**config.mk**
```make
export PLATFORM = sky130hd
export DESIGN_NAME = dram_refresh_seq
export DESIGN_NICKNAME = d
export VERILOG_FILES = /design/src/rtl/dram_rfsh_pkg.sv /design/src/rtl/rfsh_interval_timer.sv /design/src/rtl/rfsh_pend_ctr.sv /design/src/rtl/rfsh_phase_timer.sv /design/src/rtl/dram_refresh_seq.sv
export SDC_FILE = /design/constraint.sdc
export NUM_CORES = 1
export LEC_CHECK = 0
export CORE_MARGIN = 1.5
export CORE_UTILIZATION = 53
export DETAILED_ROUTE_END_ITERATION = 16
export PLACE_DENSITY = 0.71
export SLEW_MARGIN = 20
export SYNTH_ARGS = -nofsm -noshare
export SYNTH_HDL_FRONTEND = slang
export SYNTH_SLANG_ARGS = --single-unit
```
**constraint.sdc**
```tcl
create_clock -name clk -period 9.1 [get_ports clk]
set_input_delay 1.82 -clock clk [delete_from_list [all_inputs] [get_ports clk]]
set_output_delay 1.82 -clock clk [all_outputs]
set_load 0.01 [all_outputs]
```
**src/rtl/dram_rfsh_pkg.sv**
```systemverilog
`timescale 1ns/1ps
package dram_rfsh_pkg;

    typedef enum logic [2:0] {
        S_PAUSE    = 3'd0,
        S_IDLE     = 3'd1,
        S_REQ      = 3'd2,
        S_CAS_LEAD = 3'd3,
        S_RAS_CAS  = 3'd4,
        S_RAS_ONLY = 3'd5,
        S_PRECHG   = 3'd6
    } rfsh_state_e;

endpackage

```
**src/rtl/rfsh_interval_timer.sv**
```systemverilog
`timescale 1ns/1ps
// Free-running interval counter; restarts from zero whenever disabled.
module rfsh_interval_timer #(
    parameter int INTERVAL_CYC = 3120
) (
    input  logic clk,
    input  logic rst_n,
    input  logic en,
    output logic tick
);
    localparam int IW = $clog2(INTERVAL_CYC + 1);
    localparam logic [IW-1:0] LAST = IW'(INTERVAL_CYC - 1);

    logic [IW-1:0] cnt;

    assign tick = en && (cnt == LAST);

    always_ff @(posedge clk or negedge rst_n) begin
        if (!rst_n) begin
            cnt <= '0;
        end else if (!en || (cnt == LAST)) begin
            cnt <= '0;
        end else begin
            cnt <= cnt + 1'b1;
        end
    end
endmodule

```
**src/rtl/rfsh_pend_ctr.sv**
```systemverilog
`timescale 1ns/1ps
// Count of owed refreshes. An increment that finds the count already at
// its limit (with no decrement in the same cycle) is reported as a
// saturation event and empties the count.
module rfsh_pend_ctr #(
    parameter int MAX_PEND = 8
) (
    input  logic clk,
    input  logic rst_n,
    input  logic inc,
    input  logic dec,
    output logic nonzero,
    output logic sat_evt
);
    localparam int PW = $clog2(MAX_PEND + 1);
    localparam logic [PW-1:0] LIMIT = PW'(MAX_PEND);

    logic [PW-1:0] cnt;
    logic          do_dec;

    assign do_dec  = dec && (cnt != '0);
    assign sat_evt = inc && !do_dec && (cnt == LIMIT);
    assign nonzero = (cnt != '0);

    always_ff @(posedge clk or negedge rst_n) begin
        if (!rst_n) begin
            cnt <= '0;
        end else if (sat_evt) begin
            cnt <= '0;
        end else if (inc && !do_dec) begin
            cnt <= cnt + 1'b1;
        end else if (do_dec && !inc) begin
            cnt <= cnt - 1'b1;
        end
    end
endmodule

```
**src/rtl/rfsh_phase_timer.sv**
```systemverilog
`timescale 1ns/1ps
// Down counter that times each strobe phase. Loaded with length-1 when a
// phase begins; zero marks the last cycle of the phase.
module rfsh_phase_timer #(
    parameter int PH_W    = 8,
    parameter int RST_VAL = 0
) (
    input  logic            clk,
    input  logic            rst_n,
    input  logic            load,
    input  logic [PH_W-1:0] load_val,
    output logic            zero
);
    logic [PH_W-1:0] cnt;

    assign zero = (cnt == '0);

    always_ff @(posedge clk or negedge rst_n) begin
        if (!rst_n) begin
            cnt <= PH_W'(RST_VAL);
        end else if (load) begin
            cnt <= load_val;
        end else if (cnt != '0) begin
            cnt <= cnt - 1'b1;
        end
    end
endmodule

```
**src/rtl/dram_refresh_seq.sv**
```systemverilog
`timescale 1ns/1ps
module dram_refresh_seq
    import dram_rfsh_pkg::*;
#(
    parameter int INTERVAL_CYC = 3120,   // 15.6 us at 200 MHz
    parameter int PAUSE_CYC    = 20000,  // 100 us at 200 MHz
    parameter int CSR_CYC      = 2,      // CAS low before RAS falls
    parameter int CHR_CYC      = 3,      // CAS low after RAS falls
    parameter int RAS_CYC      = 16,     // total RAS low time, > CHR_CYC
    parameter int PRE_CYC      = 12,     // RAS precharge
    parameter int WAKE_CNT     = 8,
    parameter int MAX_PEND     = 8
) (
    input  logic clk,
    input  logic rst_n,
    input  logic rfsh_gnt,
    output logic rfsh_req,
    output logic ras_n,
    output logic cas_n,
    output logic we_n,
    output logic init_done,
    output logic rfsh_overdue
);
    localparam int PH_W = $clog2(PAUSE_CYC + RAS_CYC + PRE_CYC + CSR_CYC + 1);
    localparam int WK_W = $clog2(WAKE_CNT + 1);
    localparam logic [WK_W-1:0] WAKE_LAST = WK_W'(WAKE_CNT - 1);

    rfsh_state_e     state, nxt;
    logic            ph_zero;
    logic            ph_load;
    logic [PH_W-1:0] ph_val;
    logic            tick;
    logic            pend_nz;
    logic            sat_evt;
    logic            cyc_done;
    logic [WK_W-1:0] wake_cnt;

    // ---------------- sub-blocks ----------------
    rfsh_interval_timer #(.INTERVAL_CYC(INTERVAL_CYC)) u_ivl (
        .clk   (clk),
        .rst_n (rst_n),
        .en    (init_done),
        .tick  (tick)
    );

    rfsh_pend_ctr #(.MAX_PEND(MAX_PEND)) u_pend (
        .clk     (clk),
        .rst_n   (rst_n),
        .inc     (tick),
        .dec     (cyc_done && init_done),
        .nonzero (pend_nz),
        .sat_evt (sat_evt)
    );

    rfsh_phase_timer #(.PH_W(PH_W), .RST_VAL(PAUSE_CYC - 1)) u_phase (
        .clk      (clk),
        .rst_n    (rst_n),
        .load     (ph_load),
        .load_val (ph_val),
        .zero     (ph_zero)
    );

    assign cyc_done = (state == S_PRECHG) && ph_zero;

    // ---------------- next state ----------------
    always_comb begin
        nxt = state;
        unique case (state)
            S_PAUSE:    if (ph_zero) nxt = S_REQ;
            S_IDLE:     if (!init_done || pend_nz) nxt = S_REQ;
            S_REQ:      if (rfsh_gnt) nxt = S_CAS_LEAD;
            S_CAS_LEAD: if (ph_zero) nxt = S_RAS_CAS;
            S_RAS_CAS:  if (ph_zero) nxt = S_RAS_ONLY;
            S_RAS_ONLY: if (ph_zero) nxt = S_PRECHG;
            S_PRECHG:   if (ph_zero) nxt = S_IDLE;
            default:    nxt = S_IDLE;
        endcase
    end

    // phase length for the state being entered
    always_comb begin
        ph_load = (nxt != state);
        unique case (nxt)
            S_CAS_LEAD: ph_val = PH_W'(CSR_CYC - 1);
            S_RAS_CAS:  ph_val = PH_W'(CHR_CYC - 1);
            S_RAS_ONLY: ph_val = PH_W'(RAS_CYC - CHR_CYC - 1);
            S_PRECHG:   ph_val = PH_W'(PRE_CYC - 1);
            S_PAUSE:    ph_val = PH_W'(PAUSE_CYC - 1);
            default:    ph_val = '0;
        endcase
    end

    // ---------------- state register ----------------
    always_ff @(posedge clk or negedge rst_n) begin
        if (!rst_n) begin
            state <= S_PAUSE;
        end else begin
            state <= nxt;
        end
    end

    // ---------------- registered strobe outputs ----------------
    always_ff @(posedge clk or negedge rst_n) begin
        if (!rst_n) begin
            ras_n    <= 1'b1;
            cas_n    <= 1'b1;
            we_n     <= 1'b1;
            rfsh_req <= 1'b0;
        end else begin
            ras_n    <= !(nxt inside {S_RAS_CAS, S_RAS_ONLY});
            cas_n    <= !(nxt inside {S_CAS_LEAD, S_RAS_CAS});
            we_n     <= 1'b1;  // refresh never enters test mode
            rfsh_req <= (nxt inside {S_REQ, S_CAS_LEAD, S_RAS_CAS,
                                     S_RAS_ONLY, S_PRECHG});
        end
    end

    // ---------------- wake-up and deadline tracking ----------------
    always_ff @(posedge clk or negedge rst_n) begin
        if (!rst_n) begin
            init_done    <= 1'b0;
            rfsh_overdue <= 1'b0;
            wake_cnt     <= '0;
        end else if (sat_evt) begin
            init_done    <= 1'b0;
            rfsh_overdue <= 1'b1;
            wake_cnt     <= '0;
        end else if (cyc_done && !init_done) begin
            if (wake_cnt == WAKE_LAST) begin
                init_done    <= 1'b1;
                rfsh_overdue <= 1'b0;
                wake_cnt     <= '0;
            end else begin
                wake_cnt <= wake_cnt + 1'b1;
            end
        end
    end
endmodule

```
Yosys cells after proc, flatten, opt, wreduce, memory -nomap -nowiden
Index checks and enable logic that the tools add are counted.
{"block": "op_classes", "bitwise_logic": 0, "n_div": 0, "n_mux": 24, "n_lt_le_gt_ge": 0, "reduce_logical": 28, "multipliers": 0, "shift": 0, "addsub": 5, "n_eq_ne": 15}
{"cell": "$pmux 15 s5", "n": 1}
{"cell": "$mux 15", "n": 2}
{"cell": "$mux 4", "n": 6}
{"cell": "$mux 3", "n": 7}
{"cell": "$pmux 3 s7", "n": 1}
{"cell": "$eq 3x3->1 const B", "n": 6}
{"cell": "$logic_not 15->1", "n": 1}
{"cell": "$reduce_bool 15->1", "n": 1}
{"cell": "$sub 15x1->15 const B", "n": 1}
{"cell": "$add 12x1->12 const B", "n": 1}
{"cell": "$eq 12x12->1 const B", "n": 1}
{"cell": "$eq 3x2->1 const B", "n": 4}
{"cell": "$mux 12", "n": 1}
{"cell": "$reduce_bool 2->1", "n": 5}
{"cell": "$add 4x1->4 const B", "n": 2}
{"cell": "$logic_and 1x1->1", "n": 8}
{"cell": "$logic_not 3->1", "n": 2}
{"cell": "$mux 1", "n": 6}
{"cell": "$logic_not 1->1", "n": 5}
{"cell": "$reduce_bool 5->1", "n": 1}
{"cell": "$eq 4x3->1 const B", "n": 1}
{"cell": "$eq 4x4->1 const B", "n": 1}
{"cell": "$reduce_bool 4->1", "n": 1}
{"cell": "$sub 4x1->4 const B", "n": 1}
{"cell": "other kinds (5)", "n": 6}
{"block": "totals", "out_inout_bits": 6, "word_cells": 82, "ff_bits": 43, "memories": 0, "latchBits": 0, "inputBits": 3, "romBits": 0, "ram_bits": 0}

Logic depth before layout (Yosys ltp)
{"block": "logic_depth", "ltp_word": 9, "ltp_mapped": 15, "ltp_nobuf": 14}

By module
Synthesis repeated with hierarchy kept, for this count alone.
{"block": "unflattened", "hier_cells": 258, "hier_area_um2": 2556.2}
{"mod": "rfsh_phase_timer", "seq_area_each_um2": 386.6, "n_inst": 1, "cells_per_inst": 79, "area_each_um2": 840.8}
{"mod": "dram_refresh_seq", "seq_area_each_um2": 302.8, "n_inst": 1, "cells_per_inst": 89, "area_each_um2": 803.3}
{"mod": "rfsh_interval_timer", "seq_area_each_um2": 300.3, "n_inst": 1, "cells_per_inst": 58, "area_each_um2": 615.6}
{"mod": "rfsh_pend_ctr", "seq_area_each_um2": 100.1, "n_inst": 1, "cells_per_inst": 32, "area_each_um2": 296.5}

Worst setup path after synthesis
OpenSTA, ideal clock, no wires.
{"block": "synth_timing", "path_kind": "register to register", "start": "register u_phase.cnt[0]", "end": "register u_pend.cnt[3]", "n_path_buf": 1, "t_arrival_ns": 2.913, "setup_slack_ns": 6.104, "required_time_ns": 9.017, "stages_incl_launch_ff": 16, "setup_time_ns": 0.083, "synth_period_minus_slack_ns": 2.996, "path_cell_list": "dfstp_2 -> inv_1 -> ha_1 -> nor4b_4 -> nand4_4 -> clkbuf_1 -> nor3_1 -> nand3b_1 -> ha_1 -> inv_1 -> ha_1 -> a21o_1 -> a21oi_1 -> xnor2_1 -> or3_1 -> o21ai_0"}
{"block": "synth_via", "elab_chain_len": 8, "elab_cells_between_ends": 11, "cone_classes": "2 x mux; 9 x reduce/logical"}
{"element": "from (decl)", "line": "rfsh_phase_timer.sv:14", "rtl": "logic [PH_W-1:0] cnt;"}
{"element": "from (signal assigned)", "line": "rfsh_phase_timer.sv:20", "rtl": "cnt <= PH_W'(RST_VAL);"}
{"element": "from (signal assigned)", "line": "rfsh_phase_timer.sv:22", "rtl": "cnt <= load_val;"}
{"element": "from (signal assigned)", "line": "rfsh_phase_timer.sv:24", "rtl": "cnt <= cnt - 1'b1;"}
{"element": "$logic_not 15->1 (*)", "line": "rfsh_phase_timer.sv:16", "rtl": "assign zero = (cnt == '0);"}
{"element": "$logic_and 1x1->1 (*)", "line": "dram_refresh_seq.sv:63", "rtl": "assign cyc_done = (state == S_PRECHG) && ph_zero;"}
{"element": "$logic_and 1x1->1 (*)", "line": "dram_refresh_seq.sv:50", "rtl": ".dec (cyc_done && init_done),"}
{"element": "$logic_and 1x1->1 (*)", "line": "rfsh_pend_ctr.sv:21", "rtl": "assign do_dec = dec && (cnt != '0);"}
{"element": "$logic_not 1->1", "line": "rfsh_pend_ctr.sv:22, rfsh_pend_ctr.sv:30"}
{"element": "$logic_and 1x1->1", "line": "rfsh_pend_ctr.sv:22, rfsh_pend_ctr.sv:30"}
{"element": "$mux 4 or $logic_and 1x1->1 (tied branches)", "line": "rfsh_pend_ctr.sv:30, rfsh_pend_ctr.sv:22"}
{"element": "$mux 4 or $reduce_bool 3->1 (tied branches)"}
{"element": "to (signal assigned)", "line": "rfsh_pend_ctr.sv:31", "rtl": "cnt <= cnt + 1'b1;"}
{"element": "to (signal assigned)", "line": "rfsh_pend_ctr.sv:33", "rtl": "cnt <= cnt - 1'b1;"}
{"element": "to (decl)", "line": "rfsh_pend_ctr.sv:18", "rtl": "logic [PW-1:0] cnt;"}
Every way passes the cells marked *; elsewhere a longest branch is shown, timed or not.
A chain may end at the register's enable or synchronous reset.

Worst setup path after layout
{"block": "layout_timing", "start": "register init_done", "end": "output port init_done"}
{"element": "from (decl)", "line": "dram_refresh_seq.sv:21", "rtl": "output logic init_done,"}
{"element": "from (signal assigned)", "line": "dram_refresh_seq.sv:121", "rtl": "init_done <= 1'b0;"}
{"element": "from (signal assigned)", "line": "dram_refresh_seq.sv:125", "rtl": "init_done <= 1'b0;"}
{"element": "from (signal assigned)", "line": "dram_refresh_seq.sv:130", "rtl": "init_done <= 1'b1;"}
No word-level cell between the ends.

==> results_dict.tcl <==
set metrics [dict create \
    cp.required_ns 7.28 \
    post-route-drc-count 0 \
    path_cells "clkdlybuf4s50_1" \
    cp_num_buf_inv 1 \
    grt_overflow 0 \
    rrSetupSlack_ns 5.93 \
    worstMarginPinSlew_ns 0.916 \
    gr-usage-all-layers_pct 18.8 \
    grt_max_degree 44 \
    post-route-period-util_pct 35.7 \
    avgSynthCellArea_um2 9.70 \
    initialDrtViolationCount 100 \
    synth_edf_count 0 \
    slowest_stage "clkdlybuf4s50_1" \
    setup_tns_ns 0 \
    setup_viol 0 \
    power.static_leakage_nw 1.15 \
    first_pass_iters 6 \
    ant_nets 0 \
    place_congestion 0.794 \
    fin_cells 308 \
    synth_cell_types 46 \
    drive_gt1_share_pct 10.9 \
    grt_pass1_vias 1670 \
    cp-end-kind "output port" \
    finClkSkew_ns 0.0122 \
    critPathKind "flip-flop to output port" \
    clk_pin_slew_ns 0.08 \
    ios 9 \
    relSlewSlack_pct 38.9 \
    dieArea_um2 5050 \
    synth-seq-cells 43 \
    syn2layout_area_growth_pct 7.44 \
    num-nets-final 265 \
    cts_tree "built" \
    cts_made_buffers 5 \
    max_cap_violations 0 \
    power_density_nw_per_um2 272 \
    dp_cells 300 \
    post_cts_buffers 0 \
    core_area_um2 4410 \
    seq_area_frac_synth_pct 44.4 \
    ctsLongestPathBuffers 2 \
    clock_latency_ns 0.30 \
    start_util_pct 55.6 \
    die_x_um 71.1 \
    postSynthCellCount 253 \
    cts.htree.levels 2 \
    synthFlopType "dfrtp_1" \
    ctsHoldBuffers 0 \
    holdWs_ns 0.491 \
    status "complete, no violations" \
    irDropWorstVdd_v 0.000167 \
    wirelength_mm 4.31 \
    critPathArrivalTime_ns 1.43 \
    critPathMaxFanout 8 \
    grt_pass1_wl_mm 7.56 \
    cts-root-buf "clkbuf_8" \
    portBuffers 7 \
    rsz0062_at_grt "false" \
    num_vias 1764 \
    cts_sinks 43 \
    slowest_delay_ns 0.60 \
    dp.final_hpwl_mm 2.97 \
    crit_family "buffers and inverters" \
    finalHoldViolCount 0 \
    timing.fmax_mhz 308 \
    timing.hold.worst.class "flip-flop to flip-flop" \
    antenna_found_initial 0 \
    fp.dieH_um 71.1 \
    synth_area_um2 2450 \
    row_count 24 \
    diodes 0 \
    wl_per_cell_um 14.0 \
    slew_violations 0 \
    ctsResizeCount 0 \
    worstSetupStartpointType "flip-flop" \
    synth_nets 263 \
    yosysWarnings 0 \
    layout_min_cycle_time_ns 3.25 \
    async_flop_share_pct 100 \
    via_per_inst 5.73 \
]
-- logic make-up (layout without fill, tap and decap cells) --
kind of cell	Yosys count	after routing	share of synthesized area, %
other	1	1	0.153
buffers and inverters	22	25	4.18
xor gates and xnor gates	26	26	9.28
muxes	8	8	3.31
adders and majority gates	7	7	3.87
and+or+nand+nor	115	115	26.1
AOI/OAI and AO/OA	31	31	8.72
DFF	43	43	44.4
-- worst paths after layout --
check,start,to,cells after the start
setup / recovery,init_done,init_done,1
hold / removal,u_ivl.cnt[0],u_ivl.cnt[0],1
setup reg to reg,u_phase.cnt[0],u_pend.cnt[3],14
hold reg to reg,u_ivl.cnt[0],u_ivl.cnt[0],1
max in group asynchronous,rst_n,u_ivl.cnt[6],1
min in group asynchronous,rst_n,u_ivl.cnt[8],1
-- report_power, final --
part / switching [mW] / internal, mW / leakage [nW] / total (mW)
Clock: 0.0646 / 0.0888 / 0.0612 / 0.153
Combinational: 0.148 / 0.119 / 0.537 / 0.267
Sequential: 0.0561 / 0.240 / 0.549 / 0.296
-- registers in the layout, indices dropped and copies added (netlist names) --
register	count
u_pend.cnt	4
state	3
rfsh_req	1
u_ivl.cnt	12
wake_cnt	4
init_done	1
cas_n	1
ras_n	1
rfsh_overdue	1
u_phase.cnt	15
-- cell type report --
type / count / area (um2)
Clock buffer: 6 / 82.6
Clock inverter: 2 / 35.0
Fill cell: 382 / 1780
Inverter: 10 / 37.5
Multi-Input combinational cell: 188 / 1260
Sequential cell: 43 / 1090
Tap cell: 52 / 65.1
Timing Repair Buffer: 7 / 65.1
-- synth_stat cells, types with 3 or more instances --
library cell	number	area share (%)
dfrtp_1	32	33
nor3_1	9	1.8
inv_1	10	1.5
ha_1	6	3.1
nand3_1	11	2.2
xnor2_1	9	3.2
dfstp_2	11	12
and4_1	4	1.4
nor2_1	36	5.5
nor4_4	3	2.6
o21ai_0	6	1.2
a21oi_1	7	1.4
mux2i_1	7	2.9
clkbuf_1	5	0.76
xor2_1	17	6.1
a21o_1	7	2.1
and3_1	7	1.8
nand2_1	27	4.1
buf_2	4	0.82
nand4_1	4	1.0
-- worst reg2reg max path: stages, from the launching register on --
cell and delay [ns]:
dfstp_2 0.38, inv_1 0.08, ha_1 0.22, nor4b_4 0.37, nand4_4 0.28, nor3_1 0.26
nand3b_1 0.11, ha_1 0.27, inv_1 0.11, ha_1 0.22, a21o_1 0.17, a21oi_1 0.17
xnor2_1 0.09, or3_1 0.30, o21ai_0 0.07
-- layer usage --
metal,share of wire (%),wire length [um],vias up,global-route usage [%]
met4,1.6,71,0,8.18
met3,4.0,172,7,4.84
li1,-,-,872,-
met5,0,0,-,0
met1,48,2090,845,26.3
met2,46,1980,40,27.9
-- per-stage QoR --
| stage | power [mW] | cell area, um2 | utilization [%] | worst slack, ns |
|---|---|---|---|---|
| 2_1_floorplan | 0.512 | 2450 | - | 6.10 |
| 3_3_place_gp | 0.561 | 2520 | 57.1 | 6.00 |
| 3_5_place_dp | 0.564 | 2520 | 57.1 | 5.91 |
| 4_1_cts | 0.721 | 2640 | 59.8 | 5.83 |
| 5_1_grt | 0.768 | 2640 | 59.8 | 5.57 |
| 6_report | 0.716 | 2640 | 59.8 | 5.85 |
-- cells in the final DEF (no fill, tap or decap), types with 2 or more instances in the layout --
master	netlist	final
nand4_1	4	4
a21o_1	7	7
o21ai_0	6	6
clkbuf_8	0	6
dfrtp_1	32	32
mux2i_1	7	7
clkdlybuf4s50_1	0	6
and4_1	4	4
nand4b_1	2	2
inv_1	10	10
and3_1	7	7
or3_1	2	2
nand2_1	27	27
nor3_1	9	9
xnor2_1	9	9
xor2_1	17	17
nor2_1	36	36
ha_1	6	6
nor4_4	3	3
a21oi_1	7	7
dfstp_2	11	11
nand3b_1	2	2
nand3_1	11	11
o31ai_1	2	2
No activity file was read; power rests on OpenSTA's default activity.
